### src/rtl/tmr_pkg.sv
package tmr_pkg;
  localparam int OFS_W = 4;
  localparam int NCMP  = 4;
  localparam int PS_W  = 6;

  localparam logic [OFS_W-1:0] OFS_CTRL = 4'd0;
  localparam logic [OFS_W-1:0] OFS_MODE = 4'd1;
  localparam logic [OFS_W-1:0] OFS_IOC  = 4'd2;
  localparam logic [OFS_W-1:0] OFS_IEN  = 4'd4;
  localparam logic [OFS_W-1:0] OFS_STAT = 4'd5;
  localparam logic [OFS_W-1:0] OFS_CNT  = 4'd6;

  localparam logic [2:0] CLR_ON_A = 3'd1;
  localparam logic [2:0] CLR_ON_B = 3'd2;
  localparam logic [2:0] CLR_ON_C = 3'd5;
  localparam logic [2:0] CLR_ON_D = 3'd6;

  // last prescaler phase before a tick
  function automatic logic [PS_W-1:0] ps_last(input logic [1:0] code);
    logic [PS_W-1:0] r;
    case (code)
      2'd0:    r = PS_W'(0);
      2'd1:    r = PS_W'(3);
      2'd2:    r = PS_W'(15);
      default: r = PS_W'(63);
    endcase
    return r;
  endfunction

  // which compare may clear the counter
  function automatic logic [NCMP-1:0] clr_mask(input logic [2:0] sel);
    logic [NCMP-1:0] m;
    case (sel)
      CLR_ON_A: m = 4'b0001;
      CLR_ON_B: m = 4'b0010;
      CLR_ON_C: m = 4'b0100;
      CLR_ON_D: m = 4'b1000;
      default:  m = '0;
    endcase
    return m;
  endfunction
endpackage

### src/rtl/tmr_prescale.sv
module tmr_prescale
  import tmr_pkg::*;
(
  input  logic       clk,
  input  logic       rst_n,
  input  logic       run,
  input  logic [1:0] code,
  output logic       tick
);
  logic [PS_W-1:0] ph_q, ph_d, last;

  assign last = ps_last(code);
  assign tick = run && (ph_q >= last);

  always_comb begin
    ph_d = ph_q;
    if (!run)             ph_d = '0;
    else if (ph_q >= last) ph_d = '0;
    else                  ph_d = ph_q + 1'b1;
  end

  always_ff @(posedge clk or negedge rst_n) begin
    if (!rst_n) ph_q <= '0;
    else        ph_q <= ph_d;
  end

  AST_PHASE_RESTART: assert property (@(posedge clk) disable iff (!rst_n)
    $rose(run) |-> (ph_q == '0));
endmodule

### src/rtl/tmr_chan.sv
module tmr_chan
  import tmr_pkg::*;
#(
  parameter int CW = 16
)(
  input  logic             clk,
  input  logic             rst_n,
  input  logic             run,
  input  logic             wr_en,
  input  logic             rd_en,
  input  logic [OFS_W-1:0] ofs,
  input  logic [CW-1:0]    wdata,
  output logic [CW-1:0]    rdata,
  output logic             cmp_o,
  output logic             irq_o
);
  logic [7:0]      ctrl_q, ctrl_d, mode_q, mode_d, ioc_q, ioc_d, ien_q, ien_d;
  logic [NCMP-1:0] stat_q, stat_d, arm_q, arm_d, hit, clr_bits;
  logic [CW-1:0]   cnt_q, cnt_d;
  logic [NCMP-1:0][CW-1:0] cmp_v;
  logic            out_q, out_d, tick;
  logic            we_cnt, we_stat, we_ioc, rd_stat;

  assign we_cnt  = wr_en && (ofs == OFS_CNT);
  assign we_stat = wr_en && (ofs == OFS_STAT);
  assign we_ioc  = wr_en && (ofs == OFS_IOC);
  assign rd_stat = rd_en && (ofs == OFS_STAT);

  tmr_prescale u_ps (
    .clk  (clk),
    .rst_n(rst_n),
    .run  (run),
    .code (ctrl_q[1:0]),
    .tick (tick)
  );

  for (genvar g = 0; g < NCMP; g++) begin : g_cmp
    logic [CW-1:0] val_q;
    logic          we;
    assign we = wr_en && ofs[3] && !ofs[0] && (ofs[2:1] == 2'(g));
    always_ff @(posedge clk or negedge rst_n) begin
      if (!rst_n)  val_q <= '0;
      else if (we) val_q <= wdata;
    end
    assign cmp_v[g] = val_q;
    assign hit[g]   = tick && (cnt_q == val_q);
  end

  always_comb begin
    ctrl_d = ctrl_q;
    mode_d = mode_q;
    ioc_d  = ioc_q;
    ien_d  = ien_q;
    if (wr_en) begin
      case (ofs)
        OFS_CTRL: ctrl_d = wdata[7:0];
        OFS_MODE: mode_d = wdata[7:0];
        OFS_IOC:  ioc_d  = wdata[7:0];
        OFS_IEN:  ien_d  = wdata[7:0];
        default:  ;
      endcase
    end

    cnt_d = cnt_q;
    if (we_cnt && !run)
      cnt_d = wdata;
    else if (tick)
      cnt_d = (|(hit & clr_mask(ctrl_q[7:5]))) ? '0 : cnt_q + 1'b1;

    clr_bits = we_stat ? (arm_q & ~wdata[NCMP-1:0]) : '0;
    stat_d   = (stat_q & ~clr_bits) | hit;
    arm_d    = (rd_stat ? (arm_q | stat_q) : arm_q) & ~clr_bits;

    out_d = out_q;
    if (we_ioc) begin
      if (!wdata[3] && (wdata[1:0] != 2'd0)) out_d = wdata[2];
    end else if (hit[0] && !ioc_q[3]) begin
      case (ioc_q[1:0])
        2'd1:    out_d = 1'b0;
        2'd2:    out_d = 1'b1;
        2'd3:    out_d = ~out_q;
        default: ;
      endcase
    end
  end

  always_ff @(posedge clk or negedge rst_n) begin
    if (!rst_n) begin
      ctrl_q <= '0;
      mode_q <= '0;
      ioc_q  <= '0;
      ien_q  <= '0;
      stat_q <= '0;
      arm_q  <= '0;
      cnt_q  <= '0;
      out_q  <= 1'b0;
    end else begin
      ctrl_q <= ctrl_d;
      mode_q <= mode_d;
      ioc_q  <= ioc_d;
      ien_q  <= ien_d;
      stat_q <= stat_d;
      arm_q  <= arm_d;
      cnt_q  <= cnt_d;
      out_q  <= out_d;
    end
  end

  always_comb begin
    rdata = '0;
    case (ofs)
      OFS_CTRL: rdata[7:0]      = ctrl_q;
      OFS_MODE: rdata[7:0]      = mode_q;
      OFS_IOC:  rdata[7:0]      = ioc_q;
      OFS_IEN:  rdata[7:0]      = ien_q;
      OFS_STAT: rdata[NCMP-1:0] = stat_q;
      OFS_CNT:  rdata           = cnt_q;
      default:  if (ofs[3] && !ofs[0]) rdata = cmp_v[ofs[2:1]];
    endcase
  end

  assign cmp_o = out_q;
  assign irq_o = |(stat_q & ien_q[NCMP-1:0]);

  AST_CNT_FROZEN: assert property (@(posedge clk) disable iff (!rst_n)
    (!run && !we_cnt) |=> $stable(cnt_q));

  AST_WRAP_ON_A: assert property (@(posedge clk) disable iff (!rst_n)
    (tick && (ctrl_q[7:5] == CLR_ON_A) && (cnt_q == cmp_v[0])) |=> (cnt_q == '0) && stat_q[0]);

  AST_IRQ_HELD: assert property (@(posedge clk) disable iff (!rst_n)
    (irq_o && !we_stat && !(wr_en && (ofs == OFS_IEN))) |=> irq_o);

  AST_PIN_CAUSE: assert property (@(posedge clk) disable iff (!rst_n)
    !$stable(out_q) |-> $past(we_ioc || hit[0]));

  for (genvar b = 0; b < NCMP; b++) begin : g_ack_chk
    AST_ACK_NEEDS_READ: assert property (@(posedge clk) disable iff (!rst_n)
      $fell(stat_q[b]) |-> $past(arm_q[b]));
  end
endmodule

### src/rtl/tmr_unit.sv
module tmr_unit
  import tmr_pkg::*;
#(
  parameter int NCH    = 3,
  parameter int CW     = 16,
  parameter int ADDR_W = $clog2(NCH + 1) + OFS_W
)(
  input  logic              clk,
  input  logic              rst_n,
  input  logic              bus_wr,
  input  logic              bus_rd,
  input  logic [ADDR_W-1:0] bus_addr,
  input  logic [CW-1:0]     bus_wdata,
  output logic [CW-1:0]     bus_rdata,
  output logic [NCH-1:0]    cmp_out,
  output logic [NCH-1:0]    irq
);
  localparam int SEL_W = ADDR_W - OFS_W;
  localparam logic [SEL_W-1:0] START_SEL = SEL_W'(NCH);

  logic [SEL_W-1:0]        sel;
  logic [OFS_W-1:0]        ofs;
  logic [NCH-1:0]          start_q, start_d;
  logic                    start_hit, start_we;
  logic [NCH-1:0][CW-1:0]  ch_rdata;

  assign sel       = bus_addr[ADDR_W-1:OFS_W];
  assign ofs       = bus_addr[OFS_W-1:0];
  assign start_hit = (sel == START_SEL) && (ofs == '0);
  assign start_we  = bus_wr && start_hit;

  always_comb start_d = start_we ? bus_wdata[NCH-1:0] : start_q;

  always_ff @(posedge clk or negedge rst_n) begin
    if (!rst_n) start_q <= '0;
    else        start_q <= start_d;
  end

  for (genvar g = 0; g < NCH; g++) begin : g_ch
    tmr_chan #(.CW(CW)) u_chan (
      .clk  (clk),
      .rst_n(rst_n),
      .run  (start_q[g]),
      .wr_en(bus_wr && (sel == SEL_W'(g))),
      .rd_en(bus_rd && (sel == SEL_W'(g))),
      .ofs  (ofs),
      .wdata(bus_wdata),
      .rdata(ch_rdata[g]),
      .cmp_o(cmp_out[g]),
      .irq_o(irq[g])
    );
  end

  always_comb begin
    bus_rdata = '0;
    if (start_hit) bus_rdata = CW'(start_q);
    for (int i = 0; i < NCH; i++)
      if (sel == SEL_W'(i)) bus_rdata = ch_rdata[i];
  end

  AST_START_BY_WRITE: assert property (@(posedge clk) disable iff (!rst_n)
    !$stable(start_q) |-> $past(start_we));
endmodule

### config.mk
export PLATFORM = sky130hd
export DESIGN_NAME = tmr_unit
export DESIGN_NICKNAME = d
export VERILOG_FILES = /design/src/rtl/tmr_pkg.sv /design/src/rtl/tmr_prescale.sv /design/src/rtl/tmr_chan.sv /design/src/rtl/tmr_unit.sv
export SDC_FILE = /design/constraint.sdc
export NUM_CORES = 1
export LEC_CHECK = 0
export CAP_MARGIN = 20
export CELL_PAD_IN_SITES_DETAIL_PLACEMENT = 1
export CELL_PAD_IN_SITES_GLOBAL_PLACEMENT = 2
export CORE_MARGIN = 5
export CORE_UTILIZATION = 45
export DETAILED_ROUTE_END_ITERATION = 8
export HOLD_SLACK_MARGIN = 0.12
export PLACE_DENSITY = 0.83
export SLEW_MARGIN = 25
export SYNTH_ARGS = -nofsm -noshare
export SYNTH_HDL_FRONTEND = slang
export SYNTH_SLANG_ARGS = --single-unit
### constraint.sdc
create_clock -name clk -period 7.65 [get_ports clk]
set_clock_uncertainty 0.05 [all_clocks]
set_input_delay 0.765 -clock clk [delete_from_list [all_inputs] [get_ports clk]]
set_output_delay 0.765 -clock clk [all_outputs]
set_load 0.1 [all_outputs]
Word level (Yosys, flattened, before mapping)
Index checks and enable logic that the tools add are counted.
{"block": "op_classes", "addsub": 6, "n_mul": 0, "div": 0, "magnitude_cmp": 4, "n_eq_ne": 53, "n_shift": 0, "muxes": 65, "bitwise": 28, "n_reduce_logical": 107}
{"op": "$mux 16", "count": 18}
{"op": "$eq 16x16->1", "count": 12}
{"op": "$pmux 4 s6", "count": 6}
{"op": "$bmux 16 s2", "count": 3}
{"op": "$logic_and 1x1->1", "count": 61}
{"op": "$and 4x4->4", "count": 15}
{"op": "$pmux 6 s3", "count": 3}
{"op": "$add 16x1->16 const B", "count": 3}
{"op": "$mux 4", "count": 12}
{"op": "$pmux 4 s4", "count": 3}
{"op": "$pmux 8 s2", "count": 3}
{"op": "$mux 6", "count": 6}
{"op": "$eq 2x2->1 const B", "count": 13}
{"op": "$or 4x4->4", "count": 6}
{"op": "$reduce_and 2->1", "count": 12}
{"op": "$reduce_or 4->1", "count": 6}
{"op": "$add 6x1->6 const B", "count": 3}
{"op": "$eq 3x3->1 const B", "count": 6}
{"op": "$ge 6x6->1", "count": 3}
{"op": "$eq 2x1->1 const B", "count": 8}
{"op": "$not 4->4", "count": 4}
{"op": "$reduce_bool 2->1", "count": 7}
{"op": "$eq 4x3->1 const B", "count": 3}
{"op": "$reduce_bool 4->1", "count": 3}
{"op": "other kinds (15)", "count": 44}
{"block": "totals", "register_bits": 384, "latch_bits": 0, "mem_bits_rw": 0, "rom_bits": 0, "out_inout_bits": 22, "memories": 0}

Longest topological paths before layout
Gate-level depths: netlist of run 1.
{"block": "logic_depth", "ltp_word": 11, "depth_mapped": 9}

By module
Synthesis of run 1 repeated with hierarchy kept, for this count alone.
{"block": "hier_totals", "hier_cells": 1985, "hier_area_um2": 22328.9}
{"module": "tmr_chan at g_ch[1].u_chan", "n_inst": 1, "cells_per_inst": 591, "area_each_um2": 6857.8, "seq_area_each_um2": 3027.9}
{"module": "tmr_chan at g_ch[2].u_chan", "n_inst": 1, "cells_per_inst": 589, "area_each_um2": 6840.3, "seq_area_each_um2": 3027.9}
{"module": "tmr_chan at g_ch[0].u_chan", "n_inst": 1, "cells_per_inst": 598, "area_each_um2": 6836.6, "seq_area_each_um2": 3027.9}
{"module": "tmr_prescale", "n_inst": 3, "cells_per_inst": 43, "area_each_um2": 415.4, "seq_area_each_um2": 150.1}
{"module": "tmr_unit", "n_inst": 1, "cells_per_inst": 78, "area_each_um2": 548.0, "seq_area_each_um2": 75.1}

Worst setup path after synthesis of run 1
Ideal clock, no wire load.
{"block": "synth_path", "path_type": "input port to output port", "from": "input bus_addr[0]", "to": "output bus_rdata[1]", "arrival_ns": 3.553, "slack_ns": 3.282, "stages": 9, "path_cell_list": "buf_2 -> nor4bb_1 -> clkbuf_2 -> buf_2 -> a22oi_1 -> nand3_1 -> a21oi_1 -> or3_1 -> a21oi_1"}
{"block": "synth_via", "elab_chain_cells": 7}
{"element": "start, declared", "line_no": "tmr_unit.sv:12", "rtl": "input logic [ADDR_W-1:0] bus_addr,"}
{"element": "$logic_not 1->1", "line_no": "tmr_chan.sv:118", "rtl": "default: if (ofs[3] && !ofs[0]) rdata = cmp_v[ofs[2:1]];"}
{"element": "$logic_and 1x1->1", "line_no": "tmr_chan.sv:118"}
{"element": "$mux 16", "line_no": "tmr_chan.sv:118"}
{"element": "$pmux 4 s6", "line_no": "tmr_chan.sv:111", "rtl": "case (ofs)"}
{"element": "$mux 16 (2 in series)", "line_no": "tmr_unit.sv:58", "rtl": "if (sel == SEL_W'(i)) bus_rdata = ch_rdata[i];"}
{"element": "$mux 16 *", "line_no": "tmr_unit.sv:58"}
{"element": "end, declared", "line_no": "tmr_unit.sv:14", "rtl": "output logic [CW-1:0] bus_rdata,"}
Mark *: on every way between the ends. The rest lies on a longest branch, timed or not.

Worst setup path after layout of run 1
{"block": "layout_path", "from": "input bus_addr[2]", "to": "output bus_rdata[2]"}
{"block": "layout_via", "elab_chain_cells": 7}
{"element": "$bmux 16 s2", "line_no": "tmr_chan.sv:118"}
{"element": "$mux 16 (not written as such)", "line_no": "tmr_chan.sv:118"}
{"element": "$mux 16", "line_no": "tmr_chan.sv:118"}
{"element": "$pmux 4 s6", "line_no": "tmr_chan.sv:111"}
{"element": "$mux 16 (2 in series)", "line_no": "tmr_unit.sv:58"}
{"element": "$mux 16 *", "line_no": "tmr_unit.sv:58"}
Mark *: on every way between the ends. The rest lies on a longest branch, timed or not. The select of a mux whose other input is x is not followed.

==> results of run 1 <==
## layer usage
| metal | track usage (%) | up-vias |
|---|---|---|
| li1 | - | 6828 |
| met1 | 36.3 | 8311 |
| met2 | 41.8 | 500 |
| met3 | 4.33 | 138 |
| met4 | 9.31 | 0 |
| met5 | 0 | - |
## worst min path at each step
| stage | slack (ns) | end | from |
|---|---|---|---|
| after floorplan | 0.40 | g_ch[1].u_chan.ioc_q[4]$_DFFE_PN0P_ | g_ch[1].u_chan.ioc_q[4]$_DFFE_PN0P_ |
| after global placement | 0.41 | g_ch[1].u_chan.ioc_q[7]$_DFFE_PN0P_ | g_ch[1].u_chan.ioc_q[7]$_DFFE_PN0P_ |
| after detailed placement | 0.43 | g_ch[1].u_chan.ioc_q[6]$_DFFE_PN0P_ | g_ch[1].u_chan.ioc_q[6]$_DFFE_PN0P_ |
| after CTS | 0.26 | g_ch[1].u_chan.cnt_q[13]$_DFFE_PN0P_ | rst_n |
| after global routing | 0.30 | g_ch[1].u_chan.cnt_q[8]$_DFFE_PN0P_ | rst_n |
| final | 0.24 | g_ch[1].u_chan.cnt_q[13]$_DFFE_PN0P_ | rst_n |
## synthesized netlist by cell type (10+ instances only)
cell type / count / area (sq um)
sky130_fd_sc_hd__a21oi_1: 50 / 250
sky130_fd_sc_hd__a221o_1: 43 / 430
sky130_fd_sc_hd__a222oi_1: 17 / 170
sky130_fd_sc_hd__a22o_1: 13 / 114
sky130_fd_sc_hd__a22oi_1: 29 / 218
sky130_fd_sc_hd__and3_1: 61 / 382
sky130_fd_sc_hd__buf_2: 57 / 285
sky130_fd_sc_hd__buf_4: 25 / 188
sky130_fd_sc_hd__buf_6: 25 / 282
sky130_fd_sc_hd__clkbuf_1: 52 / 195
sky130_fd_sc_hd__dfrtp_1: 384 / 9610
sky130_fd_sc_hd__ha_1: 36 / 450
sky130_fd_sc_hd__inv_1: 35 / 131
sky130_fd_sc_hd__mux2_2: 269 / 3030
sky130_fd_sc_hd__mux4_1: 10 / 263
sky130_fd_sc_hd__mux4_2: 38 / 856
sky130_fd_sc_hd__nand2_1: 159 / 597
sky130_fd_sc_hd__nand2b_1: 13 / 81.3
sky130_fd_sc_hd__nand3_1: 47 / 235
sky130_fd_sc_hd__nand4_1: 39 / 244
sky130_fd_sc_hd__nor2_1: 59 / 221
sky130_fd_sc_hd__nor4_1: 30 / 188
sky130_fd_sc_hd__o21ai_0: 44 / 220
sky130_fd_sc_hd__o22ai_1: 10 / 62.6
sky130_fd_sc_hd__xnor2_1: 131 / 1150
sky130_fd_sc_hd__xor2_1: 115 / 1010
## power breakdown
part	internal [mW]	leakage [nW]	switching [mW]
Sequential	2.31	5.04	0.437
Combinational	0.639	5.27	0.739
Clock	1.46	0.801	0.896
Total	4.40	11.1	2.07
## stage by stage
stage                     total power, mW  setup slack (ns)
final                                6.47              2.20
after global routing                 6.74              2.11
after detailed placement             4.12              2.03
after CTS                            6.49              2.02
after global placement               4.06              2.12
after floorplan                      3.65              3.28
## placed cells by master, fill, tap and decap left out, drive strengths merged, types with 29 or more instances in the layout
cell type      netlist  final
a21oi               50     50
mux2               269    269
buf                112     32
xor2               115    115
nor4                31     31
mux4                48     48
ha                  36     36
xnor2              131    131
inv                 35     36
nand2              161    161
nand4               39     39
clkbuf              58     68
and3                67     67
a22oi               29     29
nor2                63     63
nand3               47     47
a221o               48     48
dfrtp              384    384
o21ai               45     45
clkdlybuf4s50        0     43
## critical path: stages
cell                              delay [ns]
sky130_fd_sc_hd__buf_2                  0.16
sky130_fd_sc_hd__buf_4                  0.79
sky130_fd_sc_hd__nor4bb_4               0.43
sky130_fd_sc_hd__buf_4                  0.35
sky130_fd_sc_hd__a222oi_1               0.15
sky130_fd_sc_hd__nand3_1                0.12
sky130_fd_sc_hd__a21oi_1                0.06
sky130_fd_sc_hd__or3_1                  0.38
sky130_fd_sc_hd__a21oi_1                0.22
sky130_fd_sc_hd__clkdlybuf4s50_1        1.18
## state kept, by name, summed over array words and instances (netlist names), 18 cells and up
name / count
g_ch.u_chan.g_cmp.val_q: 192
g_ch.u_chan.cnt_q: 48
g_ch.u_chan.ctrl_q: 24
g_ch.u_chan.ien_q: 24
g_ch.u_chan.ioc_q: 24
g_ch.u_chan.mode_q: 24
g_ch.u_chan.u_ps.ph_q: 18
## cell families after synthesis
family	after synthesis	synth area share [%]
muxes	326	19.3
xor gates and xnor gates	246	9.81
AOI/OAI and AO/OA	251	8.48
DFF	384	43.8
and+or+nand+nor	468	11.3
buffers and inverters	205	5.31
adders and majority gates	36	2.05
## layout make-up
type | count | share of cell area (%)
multi-input combinational | 1327 | 46.8
sequential | 384 | 39.9
clock buffer | 68 | 5.79
tap | 622 | 3.23
timing repair buffer | 75 | 2.93
clock inverter | 13 | 0.908
inverter | 35 | 0.545
==> implementation parameters, run 1 <==
Parameter                              Value

Timing
  Peak clock frequency supported by timing    between 150 and 200 MHz
  Unrepaired setup endpoints after global routing    false
  Max transition margin    27.6%
  Fraction of the cycle the final worst path needs    between 70% and 80%
  Final max-slew violation count    0
  Min cycle time layout    between 5 and 6 ns
  TNS Setup    0 ns
  Hold Vio Cnt, Final    0
  Final Hold Slack    about 0.24 ns
  Count of final setup violators    0
  Transition at the pin with the smallest max-transition slack    between 1 and 1.5 ns

Die
  Number of rows in the core area    slightly above 80
  Die height    between 200 and 250 um
  Effective utilization at floorplan    between 40% and 50%
  Die Outline Area    about 0.053 sq mm
  Area of the core region    about 0.05 sq mm
  Total I/O pin count    48
  Horiz. Die Dim    approximately 230 um

Critical path
  Worst Path Arrival    ~4.6 ns
  Sort of element at the end of the critical path    primary output
  Required time of the worst setup path    between 6 and 7 ns
  Endpoint of the worst-slack reg-to-reg timing path    g_ch[0].u_chan.cnt_q[14]$_DFFE_PN0P_
  Register-to-register setup slack    4.71 ns
  Max Fanout on Critical Path    ~60
  Type of the setup path with the least slack    primary input to primary output
  Reg2reg path depth    6
  Endpoint of the worst setup timing path    bus_rdata[2]
  Start point of the critical path    bus_addr[2]
  Startpoint of the worst register-to-register path    g_ch[0].u_chan.cnt_q[1]$_DFFE_PN0P_
  Worst Setup Start Kind    primary input

Place
  Buffers added on ports    47
  Placed instance count    between 2000 and 2500
  DP HPWL    ~48 mm
  Placed Instance Area    approximately 0.022 sq mm
  Gp weighted congestion    between 0.8 and 0.9

Drt
  Wire length per cell after detailed routing    between 20 and 30 um
  Total number of vias    between 15000 and 20000
  Remaining antenna violation count    0
  Number of iterations in the first detailed-routing pass    6
  Starting DRT DRC Count    1399
  Per-cell via count in the routed design    6.25
  Metal3 WL    a little over 4 mm
  Top layer in use    met4
  Drt total wl    69.9 mm
  Met2 Routed Length    between 30 and 40 mm
  Number of DRC violations after detailed routing    0
  Routed metal-1 wirelength    30.3 mm

GRT
  Number of global-route vias before repair    about 17000
  Antenna violations before repair    0
  First-pass GRT wire length    around 110 mm
  All-Layer GR Usage    26.2%
  Overflow left after global routing    0
  Maximum number of pins on one net before global-route repair    ~150

Worst hold path
  Class of the tightest hold or removal check    primary input to asynchronous set/reset pin

Clocking
  Number of setup buffers added after CTS    0
  Count of hold buffers inserted by post-cts repair    0
  Root cell of the clock tree    sky130_fd_sc_hd__clkbuf_16
  H-tree lvl count    2
  Number of instances resized during post-cts repair    0
  Clock-pin slew of the registers on the worst-case setup and hold paths    0.06 ns
  Clock net sink count    roughly 380
  Maximum count of clock buffers along a single path    3
  Source-to-sink clock delay at the later pin of the worst-skew pair    about 0.58 ns
  TritonCTS Buffers    between 40 and 50
  CTS tree    yes

Final layout
  Share of final-layout standard cells stronger than drive strength 1    about a quarter
  Core Util, Final    between 40% and 50%
  Sequential cell area    roughly 0.0096 sq mm
  Relative area change from synthesis to final layout    9.83%
  Nets@finish    between 1500 and 2000
  Finished layout cell area    between 0.02 and 0.025 sq mm
  Filler cell count    around 5000
  Diode count    0
  Number of standard cells in the layout, taps in and fillers out    2524
  Multi-input combinational cell area    0.0113 sq mm

Outcome
  Result of the run    completed

Power and ir drop
  Power Dens Cells    approximately 270 mW/mm^2
  Largest vdd supply drop    0.152 mV
  Leakage    11.1 nW

Synth
  Count of warnings emitted by yosys    0
  Number of library cell types mapped by synthesis    between 60 and 70
  FF+latch count, synth    between 300 and 400
  Number of enable-type register cells in the synthesized netlist    0
  Seq/Total Area, Yosys    roughly 44%
  Ys async rst share    100%
  Synth Cell Area    between 0.02 and 0.025 sq mm
  Synthesized net count    between 1500 and 2000
  Mean instance size in the synthesized netlist    approximately 11 sq um
  Most frequently used flop master after synthesis    sky130_fd_sc_hd__dfrtp_1
  Cells after synthesis    between 1500 and 2000

Flow run
  Count of maximum capacitance violations    0
(Power assumes the default switching activity.)
==> inputs of run 2 (changes only) <==
CORE_UTILIZATION = 39   (was 45)
PLACE_DENSITY = 0.76   (was 0.83)
clock period = 4.77 ns   (was 7.65 ns; I/O delays follow)
==> run 2 against run 1 <==
- clock power up 50%
- non-clock buffer count up 24
- total power up 57%
==> implementation parameters, run 2 (synthesized netlist as in run 1, its figures left out) <==
Parameter                              Value

Outcome
  Result of the run    completed

Critical path
  Required time of the worst setup path    4.24 ns (-2.60 ns)
  Endpoint of the worst-slack reg-to-reg timing path    g_ch[2].u_chan.cmp_o$_DFFE_PN0P_
  Start point of the critical path    bus_addr[0]
  Max Fanout on Critical Path    15 (-75%)
  Endpoint of the worst setup timing path    bus_rdata[4]
  Worst Path Arrival    3.49 ns (-1.15 ns)
  Slowest library cell on the worst path    sky130_fd_sc_hd__clkdlybuf4s50_1
  Worst Setup Start Kind    primary input
  Delay of the slowest cell on the worst path    0.88 ns (-0.30 ns)
  Startpoint of the worst register-to-register path    g_ch[2].u_chan.ctrl_q[1]$_DFFE_PN0P_
  Sort of element at the end of the critical path    primary output
  Type of the setup path with the least slack    primary input to primary output
  Register-to-register setup slack    1.62 ns (-3.09 ns)
  Reg2reg path depth    8 (+2)
  Cells along the critical path    clkdlybuf4s50_1 -> nor4b_4 -> buf_4 -> a22oi_1 -> nand3_1 -> a221oi_1 -> a31oi_1 -> buf_12

Die
  Die height    247 um (+7.1%)
  Area of the core region    0.0561 sq mm (+15%)
  Total I/O pin count    48 (unchanged)
  Die Outline Area    0.0611 sq mm (+15%)
  Effective utilization at floorplan    39.2% (-6.0 points)
  Horiz. Die Dim    247 um (+7.1%)
  Number of rows in the core area    87 (+7.4%)

Power and ir drop
  Proportion of power drawn by combinational gates    22.0% (+0.7 points)
  Power Dens Cells    416 mW/mm^2 (+55%)
  NetSw    3.33 mW (+61%)
  Share of total power in sequential cells    43.3% (+0.9 points)
  Fraction of power consumed by the clock network    34.7% (-1.6 points)
  Leakage    11.2 nW (+1.1%)
  Final Power    10.2 mW (+57%)
  Internal power summed over all cells    6.84 mW (+55%)
  Switching power as a share of total power    32.7% (+0.71 points)
  Largest vdd supply drop    0.234 mV (+55%)

Final layout
  Most common library cell in the layout ignoring fill and taps    sky130_fd_sc_hd__dfrtp_1
  Number of flip-flops under the largest register name    192 (unchanged)
  Diode count    0 (unchanged)
  Relative area change from synthesis to final layout    11.4%
  Finished layout cell area    0.0245 sq mm (+1.4%)
  Register bank with the most flops    g_ch.u_chan.g_cmp.val_q
  Multi-input combinational cell area    0.0112 sq mm (-0.31%)
  Filler cell count    5862 (+16%)
  Share of final-layout standard cells stronger than drive strength 1    26.0% (+1.7 points)
  Sequential cell area    0.00961 sq mm (unchanged)
  Largest registers in the final layout    g_ch.u_chan.g_cmp.val_q: 192 flops, g_ch.u_chan.cnt_q: 48 flops
  Nets@finish    1954 (+1.2%)
  Commonest cells after routing, fill and taps aside    sky130_fd_sc_hd__dfrtp_1 (384), sky130_fd_sc_hd__mux2_2 (269), sky130_fd_sc_hd__nand2_1 (159)

GRT
  Antenna violations before repair    1 (+1)
  Number of global-route vias before repair    16804 (-0.077%)
  Maximum number of pins on one net before global-route repair    92 (-37%)
  First-pass GRT wire length    110 mm (+1.8%)
  All-Layer GR Usage    23.5% (-2.6 points)
  Overflow left after global routing    0 (unchanged)

Timing
  Fraction of the cycle the final worst path needs    between 80% and 90%
  Max transition margin    27.3% (-0.22 points)
  Unrepaired setup endpoints after global routing    false
  Transition at the pin with the smallest max-transition slack    1.08 ns (-0.00361 ns)
  Peak clock frequency supported by timing    ~250 MHz
  Hold Vio Cnt, Final    0 (unchanged)
  Post-route worst setup slack    0.748 ns (-1.45 ns)
  Count of final setup violators    0 (unchanged)
  Min cycle time layout    4.02 ns
  TNS Setup    0 ns (unchanged)
  Final max-slew violation count    0 (unchanged)

Drt
  Drt total wl    72.1 mm (+3.1%)
  Starting DRT DRC Count    1252 (-11%)
  Wire length per cell after detailed routing    26.9 um (-2.8%)
  Total number of vias    15763 (-0.089%)
  Per-cell via count in the routed design    5.88 (-5.9%)
  Number of iterations in the first detailed-routing pass    5 (-1)
  Number of DRC violations after detailed routing    0 (unchanged)
  Remaining antenna violation count    0 (unchanged)

Clocking
  Clock net sink count    384 (unchanged)
  H-tree lvl count    2 (unchanged)
  Root cell of the clock tree    sky130_fd_sc_hd__clkbuf_16
  Clock-pin slew of the registers on the worst-case setup and hold paths    0.06 ns (about the same)
  TritonCTS Buffers    45 (unchanged)
  CTS tree    yes
  Maximum count of clock buffers along a single path    3 (unchanged)
  Source-to-sink clock delay at the later pin of the worst-skew pair    0.59 ns (about the same)
  Number of setup buffers added after CTS    0 (unchanged)

Place
  Gp weighted congestion    0.890 (+3.8%)
  Buffers added on ports    47 (unchanged)
  Worst slack at placement    0.835 ns (-1.19 ns)
  DP HPWL    50.2 mm (+5.0%)
  Placed Instance Area    0.0230 sq mm (+2.3%)

Flow run
  Count of maximum capacitance violations    0 (unchanged)

Worst hold path
  Class of the tightest hold or removal check    primary input to flop
  Instance count along the most critical hold path    3
## run 2: routing by layer
metal / wire (um) / part of all wire (%) / up-vias / track usage (%)
met3: 3910 / 5.4 / 130 / 4.19
met5: 17 / 0.024 / - / 0
met1: 31900 / 44 / 8320 / 32.5
li1: - / - / 6871 / -
met4: 2540 / 3.5 / 2 / 7.78
met2: 33700 / 47 / 440 / 37.7
## run 2: worst max-delay path, delay by kind of cell
kind / cells / cell delay, ns
AO/OA/AOI/OAI: 3 / 0.69
AND/OR/NAND/NOR: 2 / 0.85
buffers and inverters: 3 / 1.48
## run 2: final cells by class
class | instances | area share [%]
timing repair buffer | 99 | 4.29
multi-input combinational | 1327 | 45.9
inverter | 35 | 0.537
sequential | 384 | 39.3
tap | 756 | 3.87
clock inverter | 15 | 0.655
clock buffer | 63 | 5.42
## run 2: power by group through the flow
stage	sequential, mW	clock (mW)	combinational (mW)
after floorplan	4.00	0	1.86
after global routing	4.46	3.74	2.42
after CTS	4.39	3.60	2.23
final	4.40	3.53	2.24
after global placement	4.41	0	2.15
after detailed placement	4.44	0	2.21
## run 2: timing repair
item,4_1_cts,5_1_grt
hold buffers,1,0
hold endpoints to repair,86,0
resized for setup,0,0
## run 2: metrics by stage
| step | hold WS (ns) | cells | utilization (%) |
|---|---|---|---|
| after global placement | 0.412 | 2600 | 40.9 |
| after CTS | 0.343 | 2679 | 43.6 |
| after floorplan | 0.131 | 1916 | - |
| after detailed placement | 0.420 | 2600 | 40.9 |
| final | 0.370 | 2679 | 43.6 |
| after global routing | 0.371 | 2679 | 43.6 |
## run 2: worst min-delay path by stage
| stage | from | endpoint | slack, ns |
|---|---|---|---|
| after floorplan | rst_n | g_ch[0].u_chan.arm_q[0]$_DFF_PN0_ | 0.13 |
| after global routing | bus_wdata[4] | g_ch[1].u_chan.ioc_q[4]$_DFFE_PN0P_ | 0.37 |
| after CTS | bus_wdata[4] | g_ch[2].u_chan.ioc_q[4]$_DFFE_PN0P_ | 0.34 |
| after detailed placement | g_ch[1].u_chan.ioc_q[7]$_DFFE_PN0P_ | g_ch[1].u_chan.ioc_q[7]$_DFFE_PN0P_ | 0.42 |
| final | bus_wdata[4] | g_ch[2].u_chan.ioc_q[4]$_DFFE_PN0P_ | 0.37 |
| after global placement | g_ch[1].u_chan.ioc_q[7]$_DFFE_PN0P_ | g_ch[1].u_chan.ioc_q[7]$_DFFE_PN0P_ | 0.41 |
==> inputs of run 3 (changes only) <==
CORE_UTILIZATION = 43   (was 39)
PLACE_DENSITY = 0.8   (was 0.76)
clock period = 4 ns   (was 4.77 ns; I/O delays follow)
==> run 3 against run 2 <==
- core utilization rose by 5.1 points
- clock-buffer cell count grew 8
- final cell count shrank 2.8%
- critical path depth rose by 1
- via count increased by 0.43%
- critical endpoint is now bus_rdata[1]
- largest cell class unchanged
- highest routed layer is now met4
==> implementation parameters, run 3 (synthesized netlist as in run 1, its figures left out) <==
Parameter                              Value

Critical path
  CP top delay family    buffers and inverters
  Worst Path Arrival    3.16 ns (-0.33 ns)
  Worst Setup Start Kind    primary input
  Max Fanout on Critical Path    9 (-6)
  Reg2reg path depth    6 (-2)
  Start point of the critical path    bus_addr[3]
  Endpoint of the worst setup timing path    bus_rdata[1]
  Type of the setup path with the least slack    primary input to primary output
  Sort of element at the end of the critical path    primary output
  Required time of the worst setup path    3.55 ns (-0.69 ns)
  Startpoint of the worst register-to-register path    g_ch[0].u_chan.cnt_q[0]$_DFFE_PN0P_
  Register-to-register setup slack    0.98 ns (-0.64 ns)
  Delay of the slowest cell on the worst path    0.70 ns (-0.18 ns)
  Buf+Inv Stages, Crit Path    3 (unchanged)
  Endpoint of the worst-slack reg-to-reg timing path    g_ch[0].u_chan.cnt_q[14]$_DFFE_PN0P_
  Slowest library cell on the worst path    sky130_fd_sc_hd__nor4bb_4
  Cells along the critical path    clkdlybuf4s50_1 -> nor4bb_4 -> buf_4 -> a22oi_1 -> nand3_1 -> a21oi_1 -> or3_1 -> a21oi_1 -> buf_12
  CP dominant cell by count    sky130_fd_sc_hd__a21oi_1
  Stages on worst setup path    9 (+1)

Drt
  Starting DRT DRC Count    1462 (+17%)
  Number of DRC violations after detailed routing    0 (unchanged)
  Wire length per cell after detailed routing    27.5 um (+2.2%)
  Per-cell via count in the routed design    6.08 (+3.3%)
  Drt total wl    71.6 mm (-0.62%)
  Remaining antenna violation count    0 (unchanged)
  Total number of vias    15831 (+0.43%)
  Number of iterations in the first detailed-routing pass    5 (unchanged)

Power and ir drop
  Power Dens Cells    497 mW/mm^2 (+20%)
  Largest vdd supply drop    0.291 mV (+24%)
  Leakage    11.3 nW (+0.67%)

Place
  DP HPWL    49.5 mm (-1.2%)
  Gp weighted congestion    0.888 (-0.19%)
  Worst slack at placement    0.445 ns (-0.389 ns)
  Buffers added on ports    47 (unchanged)

Final layout
  Register bank with the most flops    g_ch.u_chan.g_cmp.val_q
  Commonest cells after routing, fill and taps aside    sky130_fd_sc_hd__dfrtp_1 (384), sky130_fd_sc_hd__mux2_2 (269), sky130_fd_sc_hd__nand2_1 (159)
  Nets@finish    1958 (+0.20%)
  Largest registers in the final layout    g_ch.u_chan.g_cmp.val_q: 192 flops, g_ch.u_chan.cnt_q: 48 flops
  Filler cell count    5240 (-11%)
  Most common library cell in the layout ignoring fill and taps    sky130_fd_sc_hd__dfrtp_1
  Relative area change from synthesis to final layout    11.7%
  Share of final-layout standard cells stronger than drive strength 1    26.1% (+0.086 points)
  Number of flip-flops under the largest register name    192 (unchanged)

Die
  Horiz. Die Dim    236 um (-4.6%)
  Number of rows in the core area    82 (-5.7%)
  Effective utilization at floorplan    43.6% (+4.4 points)
  Die Outline Area    0.0557 sq mm (-8.9%)
  Total I/O pin count    48 (unchanged)
  Area of the core region    0.0504 sq mm (-10%)
  Die height    236 um (-4.6%)

Clocking
  CTS tree    yes
  Source-to-sink clock delay at the later pin of the worst-skew pair    0.59 ns (about the same)
  Maximum count of clock buffers along a single path    3 (unchanged)
  Root cell of the clock tree    sky130_fd_sc_hd__clkbuf_16
  Number of instances resized during post-cts repair    0 (unchanged)
  Clock-pin slew of the registers on the worst-case setup and hold paths    0.06 ns (about the same)
  Clock net sink count    384 (unchanged)
  Number of setup buffers added after CTS    0 (unchanged)
  TritonCTS Buffers    45 (unchanged)
  H-tree lvl count    2 (unchanged)

GRT
  Antenna violations before repair    0 (-1)
  Overflow left after global routing    0 (unchanged)
  First-pass GRT wire length    110 mm (about the same)
  All-Layer GR Usage    25.4% (+1.8 points)
  Maximum number of pins on one net before global-route repair    100 (+8.7%)
  Number of global-route vias before repair    16753 (-0.30%)

Timing
  Max transition margin    27.8% (+0.45 points)
  Min cycle time layout    3.61 ns
  Count of final setup violators    0 (unchanged)
  Hold Vio Cnt, Final    0 (unchanged)
  Final max-slew violation count    0 (unchanged)
  Unrepaired setup endpoints after global routing    false
  Post-route worst setup slack    0.389 ns (-0.359 ns)
  Peak clock frequency supported by timing    277 MHz
  Transition at the pin with the smallest max-transition slack    1.07 ns (-0.00673 ns)
  TNS Setup    0 ns (unchanged)
  Fraction of the cycle the final worst path needs    90.3%

Flow run
  Count of maximum capacitance violations    0 (unchanged)

Worst hold path
  Class of the tightest hold or removal check    primary input to flop
  Hold_sp    bus_wdata[4]

Outcome
  Result of the run    completed
[run 3: how the worst min path moves through the flow]
stage	to	slack [ns]	cells after the start
6_report	g_ch[1].u_chan.ioc_q[4]$_DFFE_PN0P_	0.31	3
5_1_grt	g_ch[1].u_chan.ioc_q[4]$_DFFE_PN0P_	0.31	3
4_1_cts	g_ch[1].u_chan.ioc_q[4]$_DFFE_PN0P_	0.27	3
3_5_place_dp	g_ch[1].u_chan.ioc_q[5]$_DFFE_PN0P_	0.43	2
3_3_place_gp	g_ch[1].u_chan.ioc_q[6]$_DFFE_PN0P_	0.41	2
2_1_floorplan	g_ch[0].u_chan.arm_q[0]$_DFF_PN0_	0.05	0
[run 3: layer usage]
layer	GRT usage, %	part of all wire [%]
met1	36.3	45
met3	3.78	5.3
met4	5.15	1.7
met5	0	0
met2	41.4	48
[run 3: worst min-delay path, delay by kind of cell]
kind          cells  cell delay [ns]
buf+inv           1             0.30
simple gates      2             0.18
[run 3: per-stage QoR]
stage | total power [mW] | utilization, % | instance area, sq um | hold WS (ns) | instances
detailed placement | 7.95 | 45.6 | 23000 | 0.428 | 2520
floorplan | 6.99 | - | 22000 | 0.0544 | 1916
global placement | 7.83 | 45.6 | 23000 | 0.410 | 2520
global route | 12.7 | 48.7 | 24500 | 0.310 | 2604
finish | 12.2 | 48.7 | 24500 | 0.315 | 2605
CTS | 12.3 | 48.7 | 24500 | 0.267 | 2604
[run 3: where the power goes]
| group | internal, mW | switching (mW) |
|---|---|---|
| Sequential | 4.41 | 0.830 |
| Combinational | 1.26 | 1.43 |
| Clock | 2.55 | 1.71 |
| Total | 8.23 | 3.97 |
[run 3: timing repair]
action                                 4_1_cts  5_1_grt
endpoints found under the hold margin       93        0
setup endpoints to repair                    0        0
hold buffers                                 1        0
[run 3: final cells by class]
| class | instances | area (sq um) | area share [%] |
|---|---|---|---|
| flip-flops and latches | 384 | 9610 | 39.2 |
| diodes | 1 | 2.50 | 0.0102 |
| well taps | 672 | 841 | 3.43 |
| clock inverters | 12 | 116 | 0.474 |
| multi-input cells | 1327 | 11200 | 45.8 |
| repair buffers | 103 | 1180 | 4.83 |
| inverters | 35 | 131 | 0.536 |
| clock buffers | 71 | 1420 | 5.77 |
